$ cat src/rtl/audio_evt_irq_pkg.sv
package audio_evt_irq_pkg;
  localparam int NUM_EVT = 7;
  localparam int STAT_W  = 9;
  localparam int EN_W    = 8;
  localparam int NUM_ERR = 4;
  localparam int BIT_SLOT = 3;
  localparam int BIT_ESUM = 8;

  typedef enum logic [1:0] {
    RA_ENABLE = 2'd0,
    RA_STATUS = 2'd1,
    RA_READY  = 2'd2,
    RA_NONE   = 2'd3
  } reg_addr_e;

  // status bit position of an event index
  function automatic int stat_pos(input int idx);
    case (idx)
      3:       stat_pos = 7;
      default: stat_pos = idx;
    endcase
  endfunction

  // enable bit position of an event index
  function automatic int en_pos(input int idx);
    case (idx)
      6:       en_pos = 7;
      default: en_pos = idx;
    endcase
  endfunction

  function automatic logic err_summary(input logic [NUM_EVT-1:0] fl);
    err_summary = |fl[NUM_ERR-1:0];
  endfunction

  function automatic logic [STAT_W-1:0] pack_status(input logic [NUM_EVT-1:0] fl,
                                                     input logic slot);
    logic [STAT_W-1:0] s;
    s = '0;
    for (int i = 0; i < NUM_EVT; i++) s[stat_pos(i)] = fl[i];
    s[BIT_SLOT] = slot;
    s[BIT_ESUM] = err_summary(fl);
    return s;
  endfunction

  function automatic logic [NUM_EVT-1:0] unpack_status(input logic [STAT_W-1:0] w);
    logic [NUM_EVT-1:0] f;
    for (int i = 0; i < NUM_EVT; i++) f[i] = w[stat_pos(i)];
    return f;
  endfunction

  function automatic logic [EN_W-1:0] pack_en(input logic [NUM_EVT-1:0] en);
    logic [EN_W-1:0] w;
    w = '0;
    for (int i = 0; i < NUM_EVT; i++) w[en_pos(i)] = en[i];
    return w;
  endfunction

  function automatic logic [NUM_EVT-1:0] unpack_en(input logic [EN_W-1:0] w);
    logic [NUM_EVT-1:0] en;
    for (int i = 0; i < NUM_EVT; i++) en[i] = w[en_pos(i)];
    return en;
  endfunction
endpackage

$ cat src/rtl/evt_flag_bank.sv
module evt_flag_bank #(
  parameter int N = 7
) (
  input  logic         clk,
  input  logic         rst_n,
  input  logic [N-1:0] set_i,
  input  logic [N-1:0] clr_i,
  output logic [N-1:0] flag_o
);
  logic [N-1:0] flag_q;

  for (genvar g = 0; g < N; g++) begin : g_flag
    always_ff @(posedge clk or negedge rst_n) begin
      if (!rst_n)          flag_q[g] <= 1'b0;
      else if (set_i[g])   flag_q[g] <= 1'b1;   // set beats clear
      else if (clr_i[g])   flag_q[g] <= 1'b0;
    end

    a_r2_set_lands: assert property (@(posedge clk) disable iff (!rst_n)
      set_i[g] |=> flag_q[g]);
    a_r3_sticky: assert property (@(posedge clk) disable iff (!rst_n)
      (flag_q[g] && !clr_i[g]) |=> flag_q[g]);
    a_r3_clear: assert property (@(posedge clk) disable iff (!rst_n)
      (clr_i[g] && !set_i[g]) |=> !flag_q[g]);
    a_r2_no_spurious: assert property (@(posedge clk) disable iff (!rst_n)
      (!flag_q[g] && !set_i[g]) |=> !flag_q[g]);
  end

  assign flag_o = flag_q;
endmodule

$ cat src/rtl/evt_reg_port.sv
module evt_reg_port
  import audio_evt_irq_pkg::*;
#(
  parameter int DATA_W  = 16,
  parameter int ADDR_W  = 2,
  parameter int NUM_SER = 4
) (
  input  logic               clk,
  input  logic               rst_n,
  input  logic               we,
  input  logic [ADDR_W-1:0]  addr,
  input  logic [DATA_W-1:0]  wdata,
  input  logic [STAT_W-1:0]  status,
  input  logic [NUM_SER-1:0] ready,
  output logic [NUM_EVT-1:0] en_o,
  output logic [NUM_EVT-1:0] clr_o,
  output logic [DATA_W-1:0]  rdata
);
  logic [NUM_EVT-1:0] en_q;
  logic               wr_en_reg;
  logic               wr_stat_reg;

  assign wr_en_reg   = we && (addr == ADDR_W'(RA_ENABLE));
  assign wr_stat_reg = we && (addr == ADDR_W'(RA_STATUS));

  always_ff @(posedge clk or negedge rst_n) begin
    if (!rst_n)         en_q <= '0;
    else if (wr_en_reg) en_q <= unpack_en(wdata[EN_W-1:0]);
  end

  // derived bits 3 and 8 have no flag behind them, so writes there drop out
  assign clr_o = wr_stat_reg ? unpack_status(wdata[STAT_W-1:0]) : '0;
  assign en_o  = en_q;

  always_comb begin
    rdata = '0;
    case (addr)
      ADDR_W'(RA_ENABLE): rdata = DATA_W'(pack_en(en_q));
      ADDR_W'(RA_STATUS): rdata = DATA_W'(status);
      ADDR_W'(RA_READY):  rdata = DATA_W'(ready);
      default:            rdata = '0;
    endcase
  end

  a_r7_enable_write: assert property (@(posedge clk) disable iff (!rst_n)
    wr_en_reg |=> en_q == unpack_en($past(wdata[EN_W-1:0])));
  a_r7_enable_hold: assert property (@(posedge clk) disable iff (!rst_n)
    !wr_en_reg |=> $stable(en_q));
endmodule

$ cat src/rtl/evt_irq_gen.sv
module evt_irq_gen #(
  parameter int N = 7
) (
  input  logic         clk,
  input  logic         rst_n,
  input  logic [N-1:0] flag_i,
  input  logic [N-1:0] en_i,
  output logic         irq_o
);
  logic hit;
  logic irq_q;

  assign hit = |(flag_i & en_i);

  always_ff @(posedge clk or negedge rst_n) begin
    if (!rst_n) irq_q <= 1'b0;
    else        irq_q <= hit;
  end

  assign irq_o = irq_q;

  a_r8_irq_rise: assert property (@(posedge clk) disable iff (!rst_n)
    hit |=> irq_q);
  a_r8_irq_fall: assert property (@(posedge clk) disable iff (!rst_n)
    !hit |=> !irq_q);
endmodule

$ cat src/rtl/audio_evt_irq.sv
module audio_evt_irq
  import audio_evt_irq_pkg::*;
#(
  parameter int DATA_W  = 16,
  parameter int ADDR_W  = 2,
  parameter int NUM_SER = 4
) (
  input  logic               clk,
  input  logic               rst_n,
  input  logic [NUM_EVT-1:0] evt_strobe,
  input  logic               slot_odd,
  input  logic [NUM_SER-1:0] ser_ready,
  input  logic               reg_we,
  input  logic [ADDR_W-1:0]  reg_addr,
  input  logic [DATA_W-1:0]  reg_wdata,
  output logic [DATA_W-1:0]  reg_rdata,
  output logic [STAT_W-1:0]  status_o,
  output logic [NUM_SER-1:0] ready_o,
  output logic               irq_o
);
  logic [NUM_EVT-1:0] flags;
  logic [NUM_EVT-1:0] enables;
  logic [NUM_EVT-1:0] clears;
  logic               stat_wr;

  evt_flag_bank #(.N(NUM_EVT)) u_flags (
    .clk(clk), .rst_n(rst_n), .set_i(evt_strobe), .clr_i(clears), .flag_o(flags)
  );

  evt_reg_port #(.DATA_W(DATA_W), .ADDR_W(ADDR_W), .NUM_SER(NUM_SER)) u_regs (
    .clk(clk), .rst_n(rst_n), .we(reg_we), .addr(reg_addr), .wdata(reg_wdata),
    .status(status_o), .ready(ser_ready), .en_o(enables), .clr_o(clears),
    .rdata(reg_rdata)
  );

  evt_irq_gen #(.N(NUM_EVT)) u_irq (
    .clk(clk), .rst_n(rst_n), .flag_i(flags), .en_i(enables), .irq_o(irq_o)
  );

  assign status_o = pack_status(flags, slot_odd);
  assign ready_o  = ser_ready;
  assign stat_wr  = reg_we && (reg_addr == ADDR_W'(RA_STATUS));

  // the summary cannot drop without a status write
  a_r5_summary_hold: assert property (@(posedge clk) disable iff (!rst_n)
    (status_o[BIT_ESUM] && !stat_wr) |=> status_o[BIT_ESUM]);
  a_r5_summary_rise: assert property (@(posedge clk) disable iff (!rst_n)
    (|evt_strobe[NUM_ERR-1:0]) |=> status_o[BIT_ESUM]);
endmodule

$ cat config.mk
export PLATFORM = sky130hd
export DESIGN_NAME = audio_evt_irq
export DESIGN_NICKNAME = d
export VERILOG_FILES = /design/src/rtl/audio_evt_irq_pkg.sv /design/src/rtl/evt_flag_bank.sv /design/src/rtl/evt_reg_port.sv /design/src/rtl/evt_irq_gen.sv /design/src/rtl/audio_evt_irq.sv
export SDC_FILE = /design/constraint.sdc
export NUM_CORES = 1
export LEC_CHECK = 0
export CORE_MARGIN = 2
export CORE_UTILIZATION = 30
export CTS_CLUSTER_DIAMETER = 120
export DETAILED_ROUTE_END_ITERATION = 7
export GPL_TIMING_DRIVEN = 1
export PLACE_DENSITY = 0.71
export REMOVE_ABC_BUFFERS = 1
export SLEW_MARGIN = 25
export SYNTH_ARGS = -nofsm -noshare
export SYNTH_HDL_FRONTEND = slang
export SYNTH_HIERARCHICAL = 1
export SYNTH_SLANG_ARGS = --single-unit
$ cat constraint.sdc
create_clock -name clk -period 3.8 [get_ports clk]
set_input_delay 0.76 -clock clk [delete_from_list [all_inputs] [get_ports clk]]
set_output_delay 0.76 -clock clk [all_outputs]
set_load 0.03 [all_outputs]
-- Word-level counts from Yosys, hierarchy flattened
Index checks and enable logic that the tools add are counted.
- register bits after elaboration: 15
- input bits: 33
- word-level logic and storage cells: 124
- equality and inequality tests: 2
- multiplexer cells: 71
- bitwise gates (word level): 2
- reductions and logical operators: 19
- $lt $le $gt $ge: 21
- operators with widths (operator ; count):
    32-bit by 5-bit less-than comparator with 1-bit output, second input constant ; 14
    32-bit two-way mux ; 14
    32-bit by 1-bit greater-or-equal comparator with 1-bit output, second input constant ; 7
    8-bit bitwise mux ; 6
    1-bit two-way mux ; 35
    9-bit one-hot mux with 3 select lines ; 1
    1-bit binary-select mux with 3-bit select ; 7
    1-bit demux with 3-bit select ; 7
    2-bit nonzero test ; 7
    1-bit logical AND ; 9
    8-bit bitwise AND ; 1
    7-bit bitwise AND ; 1
    7-bit two-way mux ; 1
    7-bit OR reduction ; 1
    4-bit OR reduction ; 1
    2-bit by 1-bit == test with 1-bit output, second input constant ; 1
    2-bit == test, second input constant ; 1
    2-bit zero test ; 1

-- Depth between registers and ports, before layout
- depth in word-level cells: 14
- mapped depth: 6
- mapped depth without buffers: 4

-- Hierarchy
The synthesis kept the hierarchy.
- by module, submodules not included (module ; cells an instance ; instances ; area an instance (um^2)):
    evt_reg_port ; 50 ; 1 ; 531.8
    evt_flag_bank ; 21 ; 1 ; 254.0
    evt_irq_gen ; 5 ; 1 ; 55.1
    audio_evt_irq ; 6 ; 1 ; 45.0

-- Least setup slack after synthesis
OpenSTA, ideal clock, no wires.
- kind: input to output
- from: input port reg_addr[1]
- to: output port reg_rdata[0]
- cell stages on the path: 4
- slack: 1.465 ns
- path buffers: 2
- data arrival time: 1.575 ns
- cell sequence: buf_4 -> nor2b_1 -> buf_2 -> o2bb2ai_1
- cells in the longest elaborated chain, start to end: 2
- elaborated cells between the ends (all ways): 4
- those cells by class: eq/ne (2); mux (1); reduce/logical (1)
- ends and longest elaborated chain (item ; line ; source):
    start, declared ; audio_evt_irq.sv:14 ; input logic [ADDR_W-1:0] reg_addr,
    2-bit == test, or another cell as far along ; evt_reg_port.sv:37 ; case (addr)
    9-bit one-hot mux with 3 select lines (*) ; evt_reg_port.sv:37 ;
    end, declared ; audio_evt_irq.sv:16 ; output logic [DATA_W-1:0] reg_rdata,
Mark *: on every way between the ends. The rest lies on a longest branch, timed or not.

-- Worst setup path after layout
- from: input port reg_addr[0]
- to: output port reg_rdata[3]
Same word-level chain as after synthesis.

==> results.md <==
* Worst hold slack at 0.544 ns
* Max-cap violations at 0
* Post-CTS Hold Fix Bufs at 0
* Rows at 19
* Netlist Area Pre-Place at about 900 um^2
* Clock buffer depth at 2
* Ys Warns at 6
* Core Box Area at ~2800 um^2
* Chip width at 58.3 um
* Die Y at 58.3 um
* Port bufs at 47
* Average size of a mapped cell at 10.8 um^2
* Die area at between 3000 and 4000 um^2
* Tot Pwr at about 0.43 mW
* Critical path's most frequent cell: clkdlybuf4s50_1
* Root buffer cell: clkbuf_4
* CTS tree: built
* Grt ovf at 0
* Peak VDD IR at 0.205 mV
* Slew Viols, Final at 0
* Cells after DPL at 154
* # diodes at 0
* DR WL/cell at 13.4 um
* Slew HR at 0.561
* Hpwl dp at 1.69 mm
* Layout cell share with drive strength beyond 1 at 0.150
* DRC at 0
* Post-CTS setup buffer count at 0
* Hold Crit Class: register to register
* RSZ-0062 raised after global routing: no
* Largest delay share family, worst path: buffers and inverters
* WP data arrival at 2.43 ns
* Ratio of routed vias to standard cells at between 4 and 5
* Sequential area share after synthesis at 0.424
* Final Worst Setup Slack at 0.614 ns
* Via count at 744
* Post-Syn Instances at 82
* Power per standard cell area at 318 nW/um^2
* Global-route wire length before repair at 3.35 mm
* Largest net degree at the start of global routing at 16
* #FFs+latches synth at 15
* DRT antenna net count at 0
* TritonCTS buffer count at 3
* Buffer and inverter count on the worst path at 3
* Startpoint Class: input port
* CP peak stage delay at 0.68 ns
* Worst-path fanout max at 9
* Crit-path cells: clkdlybuf4s50_1 -> buf_4 -> nor2b_1 -> o2bb2ai_1 -> clkdlybuf4s50_1
* Area grow syn2layout at 51.3%
* Worst-case clock skew at 0.000386 ns
* CP max-delay cell: clkdlybuf4s50_1
* Routed WL at about 2.1 mm
* GPL Wtd Cong at 0.792
* Nets@finish at between 150 and 200
* Final Hold Fails at 0
* All-layer global routing usage at 0.127
* Fmax at 0.314 GHz
* Reg2Reg Setup Slack at 2.76 ns
* Drt initial violations at 12
* Period minus WS final at 3.19 ns
* Period utilization at 0.838
* Setup CP Type: input port to output pin
* Final cell count without fillers at between 150 and 200
* Status: finished clean
* Clock Sink Count at 15
* Initial antenna violation count at 0
* Starting density of the core at 0.318
* Distinct cells, synth at 19
* Final number of setup-violating endpoints at 0
* Most common cell after layout, fill and taps aside: clkdlybuf4s50_1
* CP endpoint kind: output pin
* Clk pin slew, worst setup/hold paths at 0.08 ns
* CP required at 3.04 ns
* Dpl ws at about 0.63 ns
* Worst Max-Slew Pin Slew at around 0.66 ns
* Setup TNS at 0 ns
* I/O pin total at 63
* Drt pass-1 iters at 4
* Leakage at 0.569 nW
* Vias in the first global route at around 760
* H-tree depth at 1
* Clk Latency, worst-skew pair at 0.28 ns
* Most frequent cells in the layout: clkdlybuf4s50_1 (42), dfrtp_1 (15), buf_4 (8)
* CTS resizes at 0
layer usage:
metal | track usage | wire (um) | up-vias
met5 | 0 | 0 | -
met4 | 0.0299 | 19 | 0
met3 | 0.0352 | 167 | 2
met2 | 0.222 | 1090 | 29
met1 | 0.154 | 839 | 355
li1 | - | - | 358
path summary, 6_finish.rpt:
path | start | endpoint | depth (start not counted)
worst max-delay path | reg_addr[0] | reg_rdata[3] | 5
worst min register to register | u_flags/flag_o[4] | u_flags/flag_o[4] | 1
worst max register to register | u_flags/flag_o[3] | u_irq/irq_o | 2
min in group asynchronous | rst_n | u_flags/flag_o[1] | 1
worst min-delay path | u_flags/flag_o[4] | u_flags/flag_o[4] | 1
max in group asynchronous | rst_n | u_flags/flag_o[6] | 1
worst register-to-register path, cell delays in order, from the launching register on:
cell and delay [ns]:
dfrtp_1 0.43, a222oi_1 0.39, nand3_1 0.10
cell type report:
cell class	instances	area, um^2
fill	275	1440
timing repair buffer	50	480
multi-input combinational	51	393
sequential	15	375
tap	31	38.8
clock buffer	4	26.3
inverter	7	26.3
sequential cells by signal, summed over array words and instances, names as in the netlist:
signal / cells
u_flags/flag_o: 7
u_regs/en_o: 7
u_irq/irq_o: 1
per-stage QoR:
stage	utilization	instance area, um^2
6_report	0.482	1340
5_1_grt	0.482	1340
4_1_cts	0.482	1340
3_5_place_dp	0.472	1310
3_3_place_gp	0.472	1310
2_1_floorplan	-	795
cells in the mapped netlist:
cell       instances  area share
a21o_1             7       0.059
a222oi_1           1       0.011
a22oi_1            2       0.017
and2_1             2       0.014
and3_1             7       0.049
buf_2              1      0.0056
buf_4             13        0.11
buf_6              1       0.013
conb_1             1      0.0042
dfrtp_1           15        0.42
inv_1              7       0.030
mux2_2             7       0.089
mux2i_1            7       0.079
nand3_1            1      0.0056
nor2_1             3       0.013
nor2b_1            1      0.0071
nor3b_4            1       0.021
o2bb2ai_1          4       0.040
or4_1              1      0.0085
cells by family after synthesis:
group                  after synthesis  share of synthesized area
AO/OA/AOI/OAI                       14                      0.127
buffers and inverters               22                      0.158
flip-flops                          15                      0.424
multiplexers                        14                      0.168
other                                1                    0.00423
AND/OR/NAND/NOR                     16                      0.119
power by group:
group          switching (mW)  internal [mW]  total, mW
clock network          0.0485         0.0407     0.0892
logic                  0.0736         0.0732      0.147
registers              0.0140          0.177      0.191
No activity file was read; power rests on OpenSTA's default activity.
